### src/rtl/chg_irq_pkg.sv
package chg_irq_pkg;
  parameter int unsigned STAT_W = 8;

  typedef struct packed {
    logic [STAT_W-1:0] det;
    logic [STAT_W-1:0] inp;
  } status_t;
endpackage

### src/rtl/chg_irq_por_timer.sv
module chg_irq_por_timer #(
  parameter int unsigned POR_TICKS = 100_000
) (
  input  logic clk_i,
  input  logic rst_ni,
  output logic fire_o
);
  localparam int unsigned CntW = $clog2(POR_TICKS + 1);
  localparam logic [CntW-1:0] LastCnt = CntW'(POR_TICKS - 1);
  localparam logic [CntW-1:0] DoneCnt = CntW'(POR_TICKS);

  logic [CntW-1:0] cnt_q;

  always_ff @(posedge clk_i or negedge rst_ni) begin
    if (!rst_ni) cnt_q <= '0;
    else if (cnt_q != DoneCnt) cnt_q <= cnt_q + 1'b1;
  end

  // single pulse on the POR_TICKS-th edge after reset release
  assign fire_o = (cnt_q == LastCnt);
endmodule

### src/rtl/chg_irq_snapshot.sv
module chg_irq_snapshot
  import chg_irq_pkg::*;
(
  input  logic    clk_i,
  input  logic    rst_ni,
  input  status_t cur_i,
  input  logic    capture_i,
  output logic    diff_o,   // status differs from reference
  output logic    moved_o   // status changed since previous cycle
);
  status_t ref_q, prev_q;

  always_ff @(posedge clk_i or negedge rst_ni) begin
    if (!rst_ni) begin
      ref_q  <= '0;
      prev_q <= '0;
    end else begin
      prev_q <= cur_i;
      if (capture_i) ref_q <= cur_i;
    end
  end

  assign diff_o  = (cur_i != ref_q);
  assign moved_o = (cur_i != prev_q);
endmodule

### src/rtl/chg_irq_flag.sv
module chg_irq_flag (
  input  logic clk_i,
  input  logic rst_ni,
  input  logic rd_en_i,
  input  logic stat_rd_i,
  input  logic diff_i,
  input  logic moved_i,
  input  logic por_fire_i,
  output logic clear_o,
  output logic pend_o
);
  logic pend_q, pend_d;

  // status read always clears; other reads clear only when nothing is outstanding
  assign clear_o = rd_en_i && (stat_rd_i || !diff_i);

  always_comb begin
    pend_d = pend_q;
    if (clear_o) pend_d = moved_i;      // change racing the read survives
    else if (diff_i) pend_d = 1'b1;
    if (por_fire_i) pend_d = 1'b1;
  end

  always_ff @(posedge clk_i or negedge rst_ni) begin
    if (!rst_ni) pend_q <= 1'b0;
    else pend_q <= pend_d;
  end

  assign pend_o = pend_q;
endmodule

### src/rtl/chg_irq_ctrl.sv
module chg_irq_ctrl
  import chg_irq_pkg::*;
#(
  parameter int unsigned ADDR_W    = 8,
  parameter int unsigned DET_ADDR  = 0,
  parameter int unsigned IN_ADDR   = 1,
  parameter int unsigned POR_TICKS = 100_000
) (
  input  logic              clk_i,
  input  logic              rst_ni,
  input  logic [STAT_W-1:0] det_status_i,
  input  logic [STAT_W-1:0] in_status_i,
  input  logic              rd_en_i,
  input  logic [ADDR_W-1:0] rd_addr_i,
  output logic              irq_pull_o
);
  localparam logic [ADDR_W-1:0] DetA = ADDR_W'(DET_ADDR);
  localparam logic [ADDR_W-1:0] InA  = ADDR_W'(IN_ADDR);

  status_t cur;
  logic stat_rd, diff, moved, por_fire, clear;

  assign cur.det = det_status_i;
  assign cur.inp = in_status_i;
  assign stat_rd = (rd_addr_i == DetA) || (rd_addr_i == InA);

  chg_irq_por_timer #(.POR_TICKS(POR_TICKS)) u_por (
    .clk_i (clk_i), .rst_ni(rst_ni), .fire_o(por_fire)
  );

  chg_irq_snapshot u_snap (
    .clk_i    (clk_i),
    .rst_ni   (rst_ni),
    .cur_i    (cur),
    .capture_i(clear),
    .diff_o   (diff),
    .moved_o  (moved)
  );

  chg_irq_flag u_flag (
    .clk_i     (clk_i),
    .rst_ni    (rst_ni),
    .rd_en_i   (rd_en_i),
    .stat_rd_i (stat_rd),
    .diff_i    (diff),
    .moved_i   (moved),
    .por_fire_i(por_fire),
    .clear_o   (clear),
    .pend_o    (irq_pull_o)
  );
endmodule

### config.mk
export PLATFORM = sky130hd
export DESIGN_NAME = chg_irq_ctrl
export DESIGN_NICKNAME = d
export VERILOG_FILES = /design/src/rtl/chg_irq_pkg.sv /design/src/rtl/chg_irq_por_timer.sv /design/src/rtl/chg_irq_snapshot.sv /design/src/rtl/chg_irq_flag.sv /design/src/rtl/chg_irq_ctrl.sv
export SDC_FILE = /design/constraint.sdc
export NUM_CORES = 1
export LEC_CHECK = 0
export ABC_AREA = 0
export BUFFER_PORTS_ARGS = -buffer_cell sky130_fd_sc_hd__buf_2
export CAP_MARGIN = 20
export CORE_AREA = 10 10 78 80
export CTS_CLUSTER_SIZE = 20
export DETAILED_ROUTE_END_ITERATION = 10
export DIE_AREA = 0 0 88 90
export PLACE_DENSITY = 0.82
export RECOVER_POWER = 50
export SYNTH_ARGS = -nofsm -noshare
export SYNTH_HDL_FRONTEND = slang
export SYNTH_SLANG_ARGS = --single-unit
### constraint.sdc
create_clock -name clk_i -period 1.7 [get_ports clk_i]
set_input_delay 0.255 -clock clk_i [delete_from_list [all_inputs] [get_ports clk_i]]
set_output_delay 0.255 -clock clk_i [all_outputs]
set_load 0.01 [all_outputs]
==> impl_metrics.env, run 1 <==
export IMPL_rows=25
export IMPL_crit_chain="xnor2_2 -> nand4_1 -> nor4_4 -> buf_4 -> o21ai_4 -> mux2_4"
export IMPL_avgSynthCellArea_um2=13.2
export IMPL_crit_family="simple AND/OR/NAND/NOR gates"
export IMPL_diodes=0
export IMPL_fin_crit_sh_pct=106
export IMPL_worst_setup_path_type="reg2reg"
export IMPL_syn_to_final_growth_pct=23.5
export IMPL_endpoint_kind="register"
export IMPL_relSlewSlack_pct=20.6
export IMPL_synth_top_cell_area_share_pct=55.3
export IMPL_postRouteAntennaNets=0
export IMPL_post_synth_num_cell_types=21
export IMPL_clockBufferDepth=2
export IMPL_wl_per_cell_um=15.5
export IMPL_cts_sinks=50
export IMPL_synth_area_top_cells="dfrtp_1 55%, xnor2_1 16%, mux2_4 6.6%"
export IMPL_gp_congestion=0.878
export IMPL_num_vias=1484
export IMPL_post_route_drc_count=0
export IMPL_die_y_um=90
export IMPL_grt_pass1_wl_mm=7.27
export IMPL_dieArea_um2=7920
export IMPL_cts_buffers=5
export IMPL_hold_ws_ps=161
export IMPL_cp_required_ps=1880
export IMPL_dp_hpwl_mm=3.14
export IMPL_layout_common_cells="49 x dfrtp_1, 38 x xnor2_1, 25 x buf_2"
export IMPL_die_width_um=88
export IMPL_syn_area_um2=2260
export IMPL_wl_mm=4.48
export IMPL_synth_largest_area_cell="dfrtp_1"
export IMPL_firstDrtPassIters=4
export IMPL_status="complete, but fails checks"
export IMPL_hold_class="in2reg"
export IMPL_yosysWarnings=0
export IMPL_fp_coreArea_um2=4600
export IMPL_critPathMaxFanout=8
export IMPL_cp_arrival_ps=1990
export IMPL_ios=28
export IMPL_layout_drive_gt1_share_pct=33.2
export IMPL_rrSetupSlack_ps=-110
export IMPL_cts_tree="built"
export IMPL_tns_ps=-1420
export IMPL_layout_commonest_cell="dfrtp_1"
export IMPL_violations="setup timing"
export IMPL_via_per_inst=5.13
export IMPL_rsz0062_at_grt="yes"
export IMPL_drt_iter0_drc=47
export IMPL_seq_area_frac_synth_pct=55.3
export IMPL_worst_pin_slew_ps=1190
export IMPL_slew_viol_final=0
export IMPL_fin_crit_ps=1810
export IMPL_setup_violations=17
export IMPL_crit_slowest_cell="dfrtp_1"
export IMPL_slowest_delay_ps=420
export IMPL_grt_pass1_vias=1566
export IMPL_syn_inst=172
export IMPL_grt_ovfl_total=0
export IMPL_hold_viol=0
export IMPL_worst_path_buf_inv=1
export IMPL_drv_cap=0
export IMPL_antenna_found_initial=0
export IMPL_start_util_pct=49.2
export IMPL_pre_cts_ws_ps=-243
export IMPL_skew_ps=5.14
export IMPL_grt_max_degree=51
export IMPL_clk_pin_slew_ps=90
export IMPL_grt_usage_pct=11.3
export IMPL_fin_ws_ps=-110
export IMPL_synth_seq_cells=50
export IMPL_postCtsHoldBufs=0
export IMPL_portBuffers=26
export IMPL_start_kind="register"
export IMPL_insertion_delay_ps=290
export IMPL_leakagePower_nw=1.24
export IMPL_postPlaceCellArea_um2=2640
export IMPL_p_total_mw=2.33
export IMPL_cts_root_buf="clkbuf_8"
export IMPL_fin_nets=263
export IMPL_ir_worst_vdd_mv=0.430
export IMPL_htreeDepth=2
export IMPL_max_freq_ghz=0.553
export IMPL_final_cell_area_um2=2790
export IMPL_power_density_nw_per_um2=833
export IMPL_syn_nets=201
metal layers:
| metal | vias up | part of all wire, % | GRT usage, % |
|---|---|---|---|
| met5 | - | 0 | 0 |
| met4 | 0 | 1.0 | 2.79 |
| met3 | 9 | 5.3 | 3.43 |
| met2 | 39 | 50 | 18.4 |
| met1 | 719 | 43 | 14.0 |
| li1 | 717 | - | - |
stage by stage:
step,cells,util [%]
final,289,60.8
after global routing,289,60.8
after CTS,288,61.0
after detailed placement,275,57.3
after global placement,275,57.3
after floorplan,172,-
synth_stat cells (all sizes together):
| master | n |
|---|---|
| ha | 2 |
| o21ai | 1 |
| dfrtp | 50 |
| mux2 | 18 |
| a21o | 1 |
| buf | 1 |
| nor3 | 4 |
| nand4 | 12 |
| nand3 | 6 |
| xor2 | 6 |
| or4 | 1 |
| inv | 5 |
| nor4 | 5 |
| nor4b | 3 |
| xnor2 | 41 |
| nand2 | 7 |
| o211ai | 1 |
| nor2 | 8 |
cell families after synthesis:
logic type,Yosys count,synth area share [%]
buf+inv,6,1.33
compound gates,3,1.05
flops,50,55.3
mux,18,10.6
simple gates,46,12.4
xor+xnor,47,18.2
fa+ha+maj,2,1.11
final timing paths:
path	from	to	depth (start not counted)
worst max-delay path	u_snap.ref_q[13]	u_snap.ref_q[9]	6
worst min-delay path	in_status_i[2]	u_snap.prev_q[2]	1
worst max register to register	u_snap.ref_q[13]	u_snap.ref_q[9]	6
worst min register to register	u_por.cnt_q[16]	u_por.cnt_q[16]	1
max in group asynchronous	rst_ni	u_por.cnt_q[0]	2
min in group asynchronous	rst_ni	u_snap.ref_q[0]	2
state kept, by name, summed over array words and instances (netlist names):
register,cells
u_snap.ref_q,16
u_snap.prev_q,16
u_por.cnt_q,17
u_flag.pend_o,1
where the power goes:
group	internal (mW)	switching [mW]
Sequential	1.24	0.0331
Clock	0.433	0.370
Combinational	0.140	0.113
Total	1.81	0.516
final cells by class:
class | instances | area [um2]
clock inverter | 3 | 40.0
fill | 379 | 1800
timing repair buffer | 55 | 288
clock buffer | 5 | 68.8
tap | 54 | 67.6
multi-input combinational | 117 | 1060
sequential | 50 | 1250
inverter | 5 | 18.8
what timing repair did:
action	in CTS	in global routing
endpoints found under the hold margin	0	0
setup buffers	4	1
pin swaps	6	10
cloned	1	0
resized for setup	5	7
setup endpoints to repair	17	21
No activity file was read; power rests on OpenSTA's default activity.
==> run 2: changes to the inputs <==
CORE_AREA = 10 10 76 78   (was 10 10 78 80)
CTS_BUF_LIST = sky130_fd_sc_hd__clkbuf_2   (was not set)
DIE_AREA = 0 0 86 88   (was 0 0 88 90)
PLACE_DENSITY = 0.85   (was 0.82)
==> run 2 against run 1 <==
The flow still finishes with violations (setup timing). Sequential cell count unchanged. Clock-buffer cell count unchanged. Worst hold slack got worse by 78 ps. Via count up 3.6%. Critical endpoint unchanged.
==> impl_metrics.env, run 2 (synthesized netlist as in run 1, its figures left out) <==
export IMPL_status="complete, but fails checks"
export IMPL_violations="setup timing"
export IMPL_ios=28
export IMPL_hold_class="in2reg"
export IMPL_post_route_util_pct=66.0
export IMPL_grt_pass1_vias=1656
export IMPL_critPathMaxFanout=8
export IMPL_start_util_pct=52.7
export IMPL_cp_required_ps=2020
export IMPL_insertion_delay_ps=410
export IMPL_fin_crit_sh_pct=108
export IMPL_grt_usage_pct=13.0
export IMPL_clockBufferDepth=2
export IMPL_dieArea_um2=7570
export IMPL_htreeDepth=2
export IMPL_ir_worst_vdd_mv=0.509
export IMPL_fin_ws_ps=-130
export IMPL_dp_cells=273
export IMPL_diodes=0
export IMPL_cp_arrival_ps=2150
export IMPL_swShare_pct=25.1
export IMPL_grt_pass1_wl_mm=7.81
export IMPL_p_sw_uw=498
export IMPL_firstDrtPassIters=4
export IMPL_leakagePower_nw=1.26
export IMPL_largest_reg_flops=17
export IMPL_power_internal_mw=1.49
export IMPL_regMostFlops="u_por.cnt_q"
export IMPL_final_cells=296
export IMPL_layout_drive_gt1_share_pct=36.1
export IMPL_skew_ps=14.7
export IMPL_wl_mm=4.58
export IMPL_via_per_inst=5.19
export IMPL_portBuffers=26
export IMPL_start_kind="register"
export IMPL_cts_sinks=50
export IMPL_die_width_um=86
export IMPL_post_route_drc_count=0
export IMPL_gp_congestion=0.833
export IMPL_layout_commonest_cell="dfrtp_1"
export IMPL_max_freq_ghz=0.546
export IMPL_layout_common_cells="49 x dfrtp_1, 38 x xnor2_1, 26 x buf_2"
export IMPL_comb_power_share_pct=13.8
export IMPL_grt_ovfl_total=0
export IMPL_power_density_nw_per_um2=701
export IMPL_setup_violations=16
export IMPL_p_total_mw=1.98
export IMPL_num_vias=1537
export IMPL_fp_coreArea_um2=4290
export IMPL_relSlewSlack_pct=70.1
export IMPL_final_cell_area_um2=2830
export IMPL_worst_pin_slew_ps=449
export IMPL_endpoint_kind="register"
export IMPL_worst_setup_path_type="reg2reg"
export IMPL_slew_viol_final=0
export IMPL_clk_pin_slew_ps=230
export IMPL_dp_hpwl_mm=3.27
export IMPL_wl_per_cell_um=15.5
export IMPL_postRouteAntennaNets=0
export IMPL_syn_to_final_growth_pct=25.2
export IMPL_postPlaceCellArea_um2=2650
export IMPL_fin_nets=272
export IMPL_drt_iter0_drc=63
export IMPL_die_y_um=88
export IMPL_tns_ps=-1560
export IMPL_top_regs="u_por.cnt_q x17, u_snap.prev_q x16, u_snap.ref_q x16"
export IMPL_rsz0062_at_grt="yes"
export IMPL_rows=24
export IMPL_antenna_found_initial=0
export IMPL_sequentialPowerShare_pct=64.2
export IMPL_hold_viol=0
export IMPL_power_frac_clock_pct=22.0
export IMPL_cts_buffers=5
export IMPL_fin_crit_ps=1830
export IMPL_cts_root_buf="clkbuf_2"
export IMPL_grt_max_degree=33
export IMPL_cts_tree="built"
export IMPL_drv_cap=0
==> run 2: cell count changes in the layout (fill, tap and decap cells not counted), moves of 2 or more <==
| cell | previous run | this run |
|---|---|---|
| clkbuf_1 | 16 | 14 |
| clkbuf_2 | 1 | 5 |
| nor3_1 | 3 | 1 |
| buf_4 | 13 | 21 |
| clkinv_2 | 2 | 0 |
| clkbuf_8 | 5 | 0 |
| nor3_2 | 1 | 3 |
| dlygate4sd3_1 | 0 | 2 |
| clkinv_1 | 0 | 3 |
==> run 2: critical path, stage by stage, from the launching register on <==
cell and delay (ps):
dfrtp_1 460, xnor2_1 150, nand4_1 170, nor4_4 320, buf_4 180, o21ai_4 130, mux2_4 330
==> run 2: final cells by class <==
class | count | area (um2)
timing repair buffer | 64 | 380
sequential | 50 | 1250
multi-input combinational | 117 | 1080
tap | 52 | 65.1
clock buffer | 5 | 25.0
clock inverter | 3 | 11.3
fill | 350 | 1460
inverter | 5 | 18.8
==> run 2: through the flow <==
stage / worst slack [ps] / hold slack, ps
6_report: -130 / 82.5
5_1_grt: -227 / 45.8
4_1_cts: -189 / 42.4
3_5_place_dp: -199 / 224
3_3_place_gp: -174 / 212
2_1_floorplan: -16.8 / -40.6
==> run 2: final timing paths <==
path / end / depth (start not counted) / slack [ps] / start
min in group asynchronous: u_snap.prev_q[6] / 2 / 270 / rst_ni
setup reg to reg: u_snap.ref_q[9] / 6 / -130 / u_snap.ref_q[4]
max in group asynchronous: u_flag.pend_o / 3 / 900 / rst_ni
setup / recovery: u_snap.ref_q[9] / 6 / -130 / u_snap.ref_q[4]
hold / removal: u_snap.prev_q[1] / 2 / 80 / in_status_i[1]
hold reg to reg: u_por.cnt_q[16] / 1 / 490 / u_por.cnt_q[16]
==> run 2: power groups by stage <==
stage	registers (mW)	clock network [mW]	logic, mW
floorplan	1.29	0	0.125
global placement	1.29	0	0.250
detailed placement	1.30	0	0.259
CTS	1.27	0.452	0.282
global route	1.28	0.498	0.301
finish	1.28	0.436	0.273
==> run 2: routing by layer <==
layer,global-route usage (%),wire length [um],up-vias
met4,3.14,45,0
met1,14.5,1950,762
met2,23.2,2380,32
met5,0,0,-
li1,-,-,738
met3,4.18,199,5
==> run 2: repair_timing <==
item / 4_1_cts / 5_1_grt
cloned: 1 / 0
pin swaps: 6 / 8
endpoints found under the setup margin: 17 / 23
buffers inserted: 6 / 6
hold endpoints to repair: 19 / 0
hold buffers: 2 / 0
gates resized for setup: 6 / 10
==> run 3: changes to the inputs <==
CELL_PAD_IN_SITES_DETAIL_PLACEMENT = 1   (was not set)
CELL_PAD_IN_SITES_GLOBAL_PLACEMENT = 1   (was not set)
CORE_AREA = 10 10 83 85   (was 10 10 76 78)
DIE_AREA = 0 0 93 95   (was 0 0 86 88)
==> run 3 against run 2 <==
The flow still finishes with violations (setup timing). Register-to-register slack worse by 120 ps. Combinational power is 6% lower. First-iteration DRC count is 54% lower. Sequential power hardly changed. Core utilization is 13 points lower. Critical path depth stayed put. Via count is 2.5% higher. Die area is 17% higher. Total power is 0.56% higher. Global-route usage is 0.61 points lower. Routed wire length is 16% higher. Fmax is 6.1% lower. Largest cell class unchanged. Highest routed layer unchanged.
==> impl_metrics.env, run 3 (synthesized netlist as in run 1, its figures left out) <==
export IMPL_status="complete, but fails checks"
export IMPL_violations="setup timing"
export IMPL_dieArea_um2=8840
export IMPL_ios=28
export IMPL_max_freq_ghz=0.513
export IMPL_portBuffers=26
export IMPL_skew_ps=16.0
export IMPL_relSlewSlack_pct=16.7
export IMPL_worst_path_buf_inv=1
export IMPL_syn_to_final_growth_pct=26.1
export IMPL_layout_common_cells="48 x dfrtp_1, 40 x xnor2_1, 26 x buf_2"
export IMPL_worst_setup_path_type="reg2reg"
export IMPL_wl_mm=5.30
export IMPL_power_internal_mw=1.48
export IMPL_leakagePower_nw=1.26
export IMPL_crit_family="simple AND/OR/NAND/NOR gates"
export IMPL_fin_crit_sh_pct=115
export IMPL_layout_commonest_cell="dfrtp_1"
export IMPL_clockBufferDepth=2
export IMPL_cts_root_buf="clkbuf_2"
export IMPL_die_y_um=95
export IMPL_slowest_delay_ps=450
export IMPL_final_cells=321
export IMPL_top_regs="u_por.cnt_q x17, u_snap.prev_q x16, u_snap.ref_q x16"
export IMPL_critPathMaxFanout=8
export IMPL_dp_cells=296
export IMPL_firstDrtPassIters=4
export IMPL_comb_power_share_pct=12.9
export IMPL_wl_per_cell_um=16.5
export IMPL_start_kind="register"
export IMPL_post_route_drc_count=0
export IMPL_ir_worst_vdd_mv=0.354
export IMPL_power_frac_clock_pct=23.3
export IMPL_slew_viol_final=0
export IMPL_p_sw_uw=514
export IMPL_fin_nets=277
export IMPL_via_per_inst=4.91
export IMPL_diodes=0
export IMPL_grt_max_degree=51
export IMPL_cts_sinks=50
export IMPL_tns_ps=-3790
export IMPL_antenna_found_initial=0
export IMPL_grt_ovfl_total=0
export IMPL_fp_coreArea_um2=5340
export IMPL_rsz0062_at_grt="yes"
export IMPL_grt_pass1_wl_mm=8.67
export IMPL_clk_pin_slew_ps=230
export IMPL_grt_usage_pct=12.3
export IMPL_grt_pass1_vias=1761
export IMPL_cts_tree="built"
export IMPL_setup_violations=17
export IMPL_insertion_delay_ps=440
export IMPL_crit_chain="xnor2_1 -> nand4_1 -> nor4_4 -> buf_4 -> o21ai_4 -> mux2_1"
export IMPL_crit_slowest_cell="dfrtp_1"
export IMPL_hold_viol=0
export IMPL_gp_congestion=0.844
export IMPL_endpoint_kind="register"
export IMPL_cp_arrival_ps=2290
export IMPL_worst_pin_slew_ps=1250
export IMPL_hold_class="in2reg"
export IMPL_fin_ws_ps=-250
export IMPL_start_util_pct=42.4
export IMPL_dp_hpwl_mm=3.63
export IMPL_fin_crit_ps=1950
export IMPL_swShare_pct=25.7
export IMPL_htreeDepth=2
export IMPL_die_width_um=93
export IMPL_postRouteAntennaNets=0
export IMPL_power_density_nw_per_um2=700
export IMPL_num_vias=1575
export IMPL_drt_iter0_drc=29
export IMPL_sequentialPowerShare_pct=63.8
export IMPL_largest_reg_flops=17
export IMPL_layout_drive_gt1_share_pct=35.7
export IMPL_cp_required_ps=2040
export IMPL_drv_cap=0
export IMPL_cts_buffers=5
export IMPL_regMostFlops="u_por.cnt_q"
export IMPL_rows=27
run 3: cell types whose count changed in the layout (fill, tap and decap cells not counted), moves of 2 or more:
| cell | delta |
|---|---|
| buf_4 | +3 |
| clkbuf_2 | +2 |
| clkinv_1 | -2 |
| mux2_1 | +2 |
| mux2_4 | -2 |
| xnor2_1 | +2 |
| xnor2_2 | -2 |
run 3: repair_timing:
action                                  4_1_cts  5_1_grt
pin swaps                                     8        6
endpoints found under the setup margin       18       24
gates cloned                                  1        0
buffers inserted                              4        9
hold buffers                                  1        2
hold endpoints to repair                     50        2
gates resized for setup                       3        9
run 3: metal layers:
metal | wire [um] | vias to the layer above | GRT usage, %
met5 | 0 | - | 0
met4 | 51 | 0 | 3.08
met3 | 204 | 6 | 3.41
met2 | 2860 | 22 | 22.7
met1 | 2180 | 799 | 13.7
li1 | - | 748 | -
run 3: through the flow:
stage	setup slack [ps]	power, mW	hold WS, ps	util (%)	cell area, um2
after floorplan	-16.8	1.41	-40.6	-	2270
after global placement	-199	1.54	394	50.2	2680
after detailed placement	-268	1.55	399	50.2	2680
after CTS	-162	2.03	24.8	52.1	2780
after global routing	-313	2.11	13.0	53.4	2850
final	-250	2.00	70.8	53.4	2850
run 3: worst register-to-register path: stages (launching register included):
cell and delay, ps:
dfrtp_1 450, xnor2_1 180, nand4_1 210, nor4_4 370
buf_4 190, o21ai_4 130, mux2_1 350
run 3: path summary, 6_finish.rpt:
check                            startpoint               end  slack, ps  cells after the start
max in group asynchronous            rst_ni    u_por.cnt_q[0]        230                      3
max reg2reg                u_snap.ref_q[13]   u_snap.ref_q[9]       -250                      6
min in group asynchronous            rst_ni    u_por.cnt_q[8]        670                      3
max                        u_snap.ref_q[13]   u_snap.ref_q[9]       -250                      6
min                         det_status_i[1]  u_snap.prev_q[9]         70                      2
min reg2reg                 u_por.cnt_q[15]   u_por.cnt_q[15]        500                      1
run 3: cell type report:
class	count	area, um2
flip-flops and latches	50	1250
clock buffers	6	30.0
repair buffers	69	402
clock inverters	2	8.76
fillers	602	2490
well taps	72	90.1
inverters	5	18.8
multi-input cells	117	1050
run 3: power groups by stage:
stage	clock network (mW)	registers, mW	logic [mW]
6_report	0.465	1.27	0.257
5_1_grt	0.542	1.28	0.282
4_1_cts	0.486	1.27	0.270
3_5_place_dp	0	1.29	0.260
3_3_place_gp	0	1.29	0.251
2_1_floorplan	0	1.29	0.125
